## config.mk

```make
export PLATFORM = sky130hd
export DESIGN_NAME = bkpt_trigger
export DESIGN_NICKNAME = d
export VERILOG_FILES = /design/src/rtl/bkpt_pkg.sv /design/src/rtl/bkpt_regfile.sv /design/src/rtl/bkpt_cmp.sv /design/src/rtl/bkpt_match.sv /design/src/rtl/bkpt_seq.sv /design/src/rtl/bkpt_trigger.sv
export SDC_FILE = /design/constraint.sdc
export NUM_CORES = 1
export LEC_CHECK = 0
export CELL_PAD_IN_SITES_DETAIL_PLACEMENT = 0
export CELL_PAD_IN_SITES_GLOBAL_PLACEMENT = 1
export CORE_AREA = 4 4 193 195
export DETAILED_ROUTE_END_ITERATION = 6
export DIE_AREA = 0 0 197 199
export PLACE_DENSITY_LB_ADDON = 0.08
export SLEW_MARGIN = 40
export SYNTH_ARGS = -nofsm -noshare
export SYNTH_HDL_FRONTEND = slang
export SYNTH_SLANG_ARGS = --single-unit
```

## constraint.sdc

```tcl
create_clock -name clk -period 6.2 [get_ports clk]
set_clock_uncertainty 0.05 [all_clocks]
set_input_delay 1.86 -clock clk [delete_from_list [all_inputs] [get_ports clk]]
set_output_delay 1.86 -clock clk [all_outputs]
set_load 0.05 [all_outputs]
```

## src/rtl/bkpt_pkg.sv

```systemverilog
package bkpt_pkg;
  localparam int unsigned COND_PC   = 0;
  localparam int unsigned COND_ADDR = 1;
  localparam int unsigned COND_DATA = 2;
  localparam int unsigned NCOND     = 3;

  typedef enum logic { RESP_HALT = 1'b0, RESP_IRQ = 1'b1 } resp_e;

  typedef struct packed {
    logic             dir_rd;
    logic             dir_chk;
    resp_e            resp;
    logic             two_level;
    logic [NCOND-1:0] l2_en;
    logic [NCOND-1:0] l1_en;
  } ctl_t;

  localparam int unsigned CTLW = $bits(ctl_t);
endpackage

```

## src/rtl/bkpt_regfile.sv

```systemverilog
module bkpt_regfile
  import bkpt_pkg::*;
#(
  parameter int DW  = 32,
  parameter int NPC = 4,
  parameter int RAW = 4
) (
  input  logic                    clk,
  input  logic                    rst_n,
  input  logic                    wr_en,
  input  logic [RAW-1:0]          addr,
  input  logic [DW-1:0]           wdata,
  output logic [DW-1:0]           rdata,
  input  logic [NCOND-1:0]        status,
  output logic [NPC-1:0][DW-1:0]  pc_ref,
  output logic [DW-1:0]           pc_mask,
  output logic [DW-1:0]           addr_ref,
  output logic [DW-1:0]           addr_mask,
  output logic [DW-1:0]           data_ref,
  output logic [DW-1:0]           data_mask,
  output ctl_t                    ctl,
  output logic                    ctl_wr,
  output logic                    stat_clr_en,
  output logic [1:0]              stat_clr
);
  localparam logic [RAW-1:0] IDX_PCM = RAW'(NPC);
  localparam logic [RAW-1:0] IDX_AR  = RAW'(NPC + 1);
  localparam logic [RAW-1:0] IDX_AM  = RAW'(NPC + 2);
  localparam logic [RAW-1:0] IDX_DR  = RAW'(NPC + 3);
  localparam logic [RAW-1:0] IDX_DM  = RAW'(NPC + 4);
  localparam logic [RAW-1:0] IDX_CTL = RAW'(NPC + 5);
  localparam logic [RAW-1:0] IDX_ST  = RAW'(NPC + 6);

  always_ff @(posedge clk) begin
    if (!rst_n) begin
      pc_ref    <= '0;
      pc_mask   <= '0;
      addr_ref  <= '0;
      addr_mask <= '0;
      data_ref  <= '0;
      data_mask <= '0;
      ctl       <= '0;
    end else if (wr_en) begin
      for (int k = 0; k < NPC; k++) begin
        if (addr == RAW'(k)) pc_ref[k] <= wdata;
      end
      if (addr == IDX_PCM) pc_mask   <= wdata;
      if (addr == IDX_AR)  addr_ref  <= wdata;
      if (addr == IDX_AM)  addr_mask <= wdata;
      if (addr == IDX_DR)  data_ref  <= wdata;
      if (addr == IDX_DM)  data_mask <= wdata;
      if (addr == IDX_CTL) ctl       <= ctl_t'(wdata[CTLW-1:0]);
    end
  end

  assign ctl_wr      = wr_en && (addr == IDX_CTL);
  assign stat_clr_en = wr_en && (addr == IDX_ST);
  assign stat_clr    = wdata[1:0];

  always_comb begin
    rdata = '0;
    for (int k = 0; k < NPC; k++) begin
      if (addr == RAW'(k)) rdata = pc_ref[k];
    end
    if (addr == IDX_PCM) rdata = pc_mask;
    if (addr == IDX_AR)  rdata = addr_ref;
    if (addr == IDX_AM)  rdata = addr_mask;
    if (addr == IDX_DR)  rdata = data_ref;
    if (addr == IDX_DM)  rdata = data_mask;
    if (addr == IDX_CTL) rdata = DW'(ctl);
    if (addr == IDX_ST)  rdata = DW'(status);
  end

  // a mask write lands exactly one edge later
  assert_mask_write_R2: assert property (@(posedge clk) disable iff (!rst_n)
    $past(wr_en && addr == IDX_PCM) |-> pc_mask == $past(wdata));
endmodule

```

## src/rtl/bkpt_cmp.sv

```systemverilog
module bkpt_cmp #(
  parameter int DW = 32
) (
  input  logic [DW-1:0] val,
  input  logic [DW-1:0] refv,
  input  logic [DW-1:0] msk,
  output logic          hit
);
  assign hit = ((val ^ refv) & ~msk) == '0;
endmodule

```

## src/rtl/bkpt_match.sv

```systemverilog
module bkpt_match
  import bkpt_pkg::*;
#(
  parameter int DW  = 32,
  parameter int NPC = 4
) (
  input  logic                   pc_valid,
  input  logic [DW-1:0]          pc_value,
  input  logic [NPC-1:0][DW-1:0] pc_ref,
  input  logic [DW-1:0]          pc_mask,
  input  logic                   bus_valid,
  input  logic                   bus_rd,
  input  logic [DW-1:0]          bus_addr,
  input  logic [DW-1:0]          bus_data,
  input  logic [DW-1:0]          addr_ref,
  input  logic [DW-1:0]          addr_mask,
  input  logic [DW-1:0]          data_ref,
  input  logic [DW-1:0]          data_mask,
  input  logic                   dir_chk,
  input  logic                   dir_rd,
  output logic [NCOND-1:0]       cond
);
  logic [NPC-1:0] pc_hits;
  logic           a_hit, d_hit, bus_ok;

  for (genvar g = 0; g < NPC; g++) begin : g_pc
    bkpt_cmp #(.DW(DW)) u_cmp (
      .val (pc_value),
      .refv(pc_ref[g]),
      .msk (pc_mask),
      .hit (pc_hits[g])
    );
  end

  bkpt_cmp #(.DW(DW)) u_addr_cmp (
    .val(bus_addr), .refv(addr_ref), .msk(addr_mask), .hit(a_hit)
  );
  bkpt_cmp #(.DW(DW)) u_data_cmp (
    .val(bus_data), .refv(data_ref), .msk(data_mask), .hit(d_hit)
  );

  assign bus_ok          = bus_valid && (!dir_chk || (bus_rd == dir_rd));
  assign cond[COND_PC]   = pc_valid && (|pc_hits);
  assign cond[COND_ADDR] = bus_ok && a_hit;
  assign cond[COND_DATA] = bus_ok && d_hit;
endmodule

```

## src/rtl/bkpt_seq.sv

```systemverilog
module bkpt_seq
  import bkpt_pkg::*;
(
  input  logic             clk,
  input  logic             rst_n,
  input  logic [NCOND-1:0] cond,
  input  logic [NCOND-1:0] l1_en,
  input  logic [NCOND-1:0] l2_en,
  input  logic             two_level,
  input  resp_e            resp,
  input  logic             ctl_wr,
  input  logic             stat_clr_en,
  input  logic [1:0]       stat_clr,
  output logic             halt_req,
  output logic             dbg_irq,
  output logic [NCOND-1:0] status
);
  logic l1_hit, l2_hit, fire1, fire2, arm_set;
  logic armed_q, hit1_q, hit2_q;

  assign l1_hit  = (|l1_en) && ((cond & l1_en) == l1_en);
  assign l2_hit  = (|l2_en) && ((cond & l2_en) == l2_en);
  assign fire1   = !two_level && l1_hit;
  assign fire2   = two_level && armed_q && l2_hit;
  assign arm_set = two_level && !armed_q && l1_hit;

  always_ff @(posedge clk) begin
    if (!rst_n) begin
      armed_q  <= 1'b0;
      hit1_q   <= 1'b0;
      hit2_q   <= 1'b0;
      halt_req <= 1'b0;
      dbg_irq  <= 1'b0;
    end else begin
      if (ctl_wr || fire2) armed_q <= 1'b0;
      else if (arm_set)    armed_q <= 1'b1;
      hit1_q   <= (hit1_q & ~(stat_clr_en & stat_clr[0])) | fire1;
      hit2_q   <= (hit2_q & ~(stat_clr_en & stat_clr[1])) | fire2;
      halt_req <= (fire1 || fire2) && (resp == RESP_HALT);
      dbg_irq  <= (fire1 || fire2) && (resp == RESP_IRQ);
    end
  end

  assign status = {armed_q, hit2_q, hit1_q};

  assert_one_response_R9: assert property (@(posedge clk) disable iff (!rst_n)
    !(halt_req && dbg_irq));
  assert_needs_armed_R8: assert property (@(posedge clk) disable iff (!rst_n)
    (halt_req || dbg_irq) && $past(two_level) |-> $past(armed_q));
  assert_fire_disarms_R8: assert property (@(posedge clk) disable iff (!rst_n)
    (halt_req || dbg_irq) && $past(two_level) |-> !armed_q);
  assert_sticky_hit_R10: assert property (@(posedge clk) disable iff (!rst_n)
    $past(hit1_q) && !$past(stat_clr_en && stat_clr[0]) |-> hit1_q);
  assert_ctl_disarms_R10: assert property (@(posedge clk) disable iff (!rst_n)
    $past(ctl_wr) |-> !armed_q);
endmodule

```

## src/rtl/bkpt_trigger.sv

```systemverilog
module bkpt_trigger
  import bkpt_pkg::*;
#(
  parameter int DW  = 32,
  parameter int NPC = 4,
  parameter int RAW = 4,
  parameter int PSW = 4
) (
  input  logic           clk,
  input  logic           rst_n,
  input  logic           cfg_wr_en,
  input  logic [RAW-1:0] cfg_addr,
  input  logic [DW-1:0]  cfg_wdata,
  output logic [DW-1:0]  cfg_rdata,
  input  logic           pc_valid,
  input  logic [DW-1:0]  pc_value,
  input  logic           bus_valid,
  input  logic           bus_rd,
  input  logic [DW-1:0]  bus_addr,
  input  logic [DW-1:0]  bus_data,
  input  logic [PSW-1:0] cpu_pstat,
  output logic           halt_req,
  output logic           dbg_irq,
  output logic           cpu_halted
);
  logic [NPC-1:0][DW-1:0] pc_ref;
  logic [DW-1:0]          pc_mask, addr_ref, addr_mask, data_ref, data_mask;
  ctl_t                   ctl;
  logic                   ctl_wr, stat_clr_en;
  logic [1:0]             stat_clr;
  logic [NCOND-1:0]       status, cond;

  bkpt_regfile #(.DW(DW), .NPC(NPC), .RAW(RAW)) u_regs (
    .clk, .rst_n,
    .wr_en(cfg_wr_en), .addr(cfg_addr), .wdata(cfg_wdata), .rdata(cfg_rdata),
    .status, .pc_ref, .pc_mask, .addr_ref, .addr_mask, .data_ref, .data_mask,
    .ctl, .ctl_wr, .stat_clr_en, .stat_clr
  );

  bkpt_match #(.DW(DW), .NPC(NPC)) u_match (
    .pc_valid, .pc_value, .pc_ref, .pc_mask,
    .bus_valid, .bus_rd, .bus_addr, .bus_data,
    .addr_ref, .addr_mask, .data_ref, .data_mask,
    .dir_chk(ctl.dir_chk), .dir_rd(ctl.dir_rd), .cond
  );

  bkpt_seq u_seq (
    .clk, .rst_n, .cond,
    .l1_en(ctl.l1_en), .l2_en(ctl.l2_en), .two_level(ctl.two_level),
    .resp(ctl.resp), .ctl_wr, .stat_clr_en, .stat_clr,
    .halt_req, .dbg_irq, .status
  );

  assign cpu_halted = &cpu_pstat;
endmodule

```

==> flow_metrics.py <==
metrics = {
    "synth": {
        "synth-seq-area-share": 0.377,
        "synth_area_um2": 16100,
        "synth-async-reset-ratio": 0,
        "postSynthCellCount": 2067,
        "synth_fp_nets": 2209,
        "synth-seq-cells": 303,
        "yosysTopAreaCell": "dfxtp_1",
        "ys_top_cells_by_area": "dfxtp_1 (38%), nand2_1 (15%), a21boi_0 (12%)",
        "synthFlopType": "dfxtp_1",
        "synth_cell_types": 44,
        "ys_warn_count": 0,
        "synth_edf_count": 0,
        "synth_top_area_frac": 0.377,
        "syn_avg_cell_area_um2": 7.79,
    },
    "final_layout": {
        "fin_nets": 2269,
        "fin_util": 0.556,
        "final-instance-count-excl-fill": 2615,
        "antennaDiodeCount": 0,
        "area_growth_pct": 22.3,
        "drive_gt1_frac": 0.0720,
    },
    "min_path": {
        "min_to": "u_seq.hit1_q$_SDFF_PN0_",
        "worstHoldPathType": "reg -> reg",
        "holdCritStartpoint": "u_seq.hit1_q$_SDFF_PN0_",
        "whs_path_depth": 2,
    },
    "power_and_ir_drop": {
        "leakage_nw": 6.28,
        "ir_worst_vdd_v": 0.000225,
        "power_mw": 4.97,
        "power_density_nw_per_um2": 253,
    },
    "floorplan": {
        "die_w_um": 197,
        "placementRows": 69,
        "die_h_um": 199,
        "die_area_um2": 39200,
        "initial_utilization": 0.455,
        "ios": 177,
        "coreArea_um2": 35400,
    },
    "detailed_routing": {
        "avgRoutedWirePerCell_um": 25.7,
        "drt_iter0_markers": 1563,
        "firstDrtPassIters": 7,
        "via_per_inst": 5.93,
        "wl_um": 67200,
        "drtAntennaViolNets": 0,
        "drc": 0,
        "via_count": 15500,
    },
    "clock_network": {
        "cts_inserted_buffers": 37,
        "cts-hold-fix-buffers": 0,
        "cts_buffer_depth": 3,
        "cts_setup_buffers": 0,
        "path_clk_slew_ns": 0.06,
        "cts_num_sinks": 303,
        "cts_tree": "built",
        "worstSkewPairLatency_ns": 0.54,
        "cts.repair.resized": 0,
        "cts-root-buf": "clkbuf_16",
        "h-tree-depth": 2,
    },
    "sta": {
        "fin_setup_tns_ns": 0,
        "finalSetupViolCount": 0,
        "finalHoldViolCount": 0,
        "rsz0062_at_grt": "false",
        "fin_crit_sh": 0.986,
        "min_period_ns": 6.11,
        "max_freq_ghz": 0.164,
        "maxSlewViolCount": 0,
        "worst_slew_pin_slew_ns": 0.813,
        "max-slew-margin-rel": 0.457,
    },
    "place": {
        "dp_cells": 2549,
        "gp_congestion": 0.966,
        "io_buffers": 176,
        "post-dp-hpwl_um": 48500,
    },
    "worst_setup_path": {
        "path_depth": 10,
        "critPathTopFamily": "compound AO/OA/AOI/OAI gates",
        "slowest_delay_ns": 0.42,
        "cp-end-kind": "output port",
        "path_common_cell": "a21oi_1",
        "critical_path.cell_chain": "buf_2, buf_4, mux2i_1, o2bb2ai_1, a222oi_1, a21oi_1, a211o_1, o21ai_0, a21oi_1, buf_12",
        "crit_path_top_delay_cell": "a222oi_1",
        "path_buf_inv": 3,
        "arrival_ns": 4.20,
        "startpoint_type": "input pin",
        "required_ns": 4.29,
        "ff2ff_path_depth": 7,
        "worstReg2RegEnd": "u_seq.dbg_irq$_SDFF_PN0_",
        "rrSetupSlack_ns": 3.44,
        "reg2reg_from": "u_regs.pc_ref[18]$_SDFFE_PN0P_",
        "cp_max_fo": 13,
        "critPathKind": "in -> out",
    },
    "flow_run": {
        "cap_viol_max_count": 0,
    },
    "grt": {
        "overflow": 0,
        "antenna_found_initial": 0,
        "grt_pass1_wl_um": 97100,
        "grt_start_max_net_pins": 185,
        "grt_pass1_vias": 14600,
        "grtUsageTotal": 0.329,
    },
    "outcome": {
        "run_status": "finished, final reports clean",
    },
}
[placed cells by master, fill, tap and decap left out, drive strengths merged, types with 3 or more instances in the layout]
cell and instances:
nand2 652, dfxtp 303, a21boi 301, xnor2 192, clkdlybuf4s50 141, o22ai 96
buf 77, clkbuf 50, nor2 42, a21oi 41, o21ai 32, mux2i 28
nor4 23, a22oi 19, a221o 18, a22o 14, a31oi 14, a222oi 13
nand4 11, nand3 9, o2bb2ai 8, and3 8, bufinv 7, clkinv 7
a211o 6, inv 5, nand2b 4, mux4 4, nor2b 4, nor3 4
and2 3, o2111ai 3
[sequential cells by signal, summed over array words and instances (netlist names), 10 cells and up]
name,count
u_regs.addr_mask,32
u_regs.pc_ref,128
u_regs.data_ref,32
u_regs.pc_mask,32
u_regs.ctl,10
u_regs.addr_ref,32
u_regs.data_mask,32
[Yosys cell counts, types with 2 or more instances]
cell / n
a211o_1: 6
a21boi_0: 257
a21boi_1: 44
a21oi_1: 41
a221o_1: 18
a222oi_1: 13
a22o_1: 14
a22oi_1: 19
a31oi_1: 14
and2_1: 3
and3_1: 8
buf_1: 5
buf_2: 35
buf_4: 2
clkbuf_1: 155
dfxtp_1: 303
inv_1: 5
mux2i_1: 28
mux4_2: 4
nand2_1: 652
nand2b_1: 4
nand3_1: 9
nand4_1: 11
nor2_1: 40
nor2_2: 2
nor2b_1: 4
nor3_1: 3
nor4_1: 23
o2111a_1: 2
o2111ai_1: 3
o21ai_0: 32
o22ai_1: 96
o2bb2ai_1: 8
o31ai_1: 2
or3_1: 2
xnor2_1: 192
[kinds of logic (layout without fill, tap and decap cells)]
family	Yosys count	after routing	share of synthesized area
xor+xnor	193	193	0.105
simple gates	764	764	0.189
buf+inv	202	289	0.0503
flops	303	303	0.377
mux	33	33	0.0237
compound gates	572	572	0.255
[worst min-delay path: cells and delay by family (launching register included)]
kind	cells	cell delay, ns
DFF	1	0.32
and+or+nand+nor	2	0.11
[area by class of cell]
cell class	count	area, um2
fill	3332	15700
inverter	5	18.8
multi-input combinational	1562	9250
tap	461	577
clock inverter	16	272
sequential	303	6070
clock buffer	50	1070
timing repair buffer	218	2440
[metal layers]
metal,vias up,share of wire,GRT usage
met2,780,0.43,0.504
met3,135,0.085,0.0483
met5,-,0,0
met4,0,0.045,0.130
met1,7447,0.44,0.469
li1,7156,-,-
[where the power goes]
group          leakage (nW)  internal, mW  switching [mW]  total [mW]
Sequential             2.45          1.97          0.0327        2.00
Clock                 0.654          1.50           0.892        2.39
Combinational          3.18         0.249           0.328       0.577
[how the worst max path moves through the flow]
| stage | startpoint | endpoint | slack (ns) |
|---|---|---|---|
| after floorplan | cfg_addr[0] | cfg_rdata[31] | 0.23 |
| after global placement | cfg_addr[0] | cfg_rdata[10] | 0.18 |
| after detailed placement | cfg_addr[2] | cfg_rdata[0] | 0.08 |
| after CTS | cfg_addr[2] | cfg_rdata[0] | 0.08 |
| after global routing | cfg_addr[2] | cfg_rdata[6] | 0.002 |
| final | cfg_addr[0] | cfg_rdata[9] | 0.09 |
[through the flow]
stage                     hold WS, ns  area [um2]  setup slack, ns
final                           0.421       19700           0.0865
after global placement          0.391       18300            0.178
after detailed placement        0.410       18300           0.0803
after CTS                       0.416       19700           0.0755
after floorplan                 0.376       16100            0.234
after global routing            0.437       19700          0.00213
Note: power is estimated with default switching activity, not from simulation.
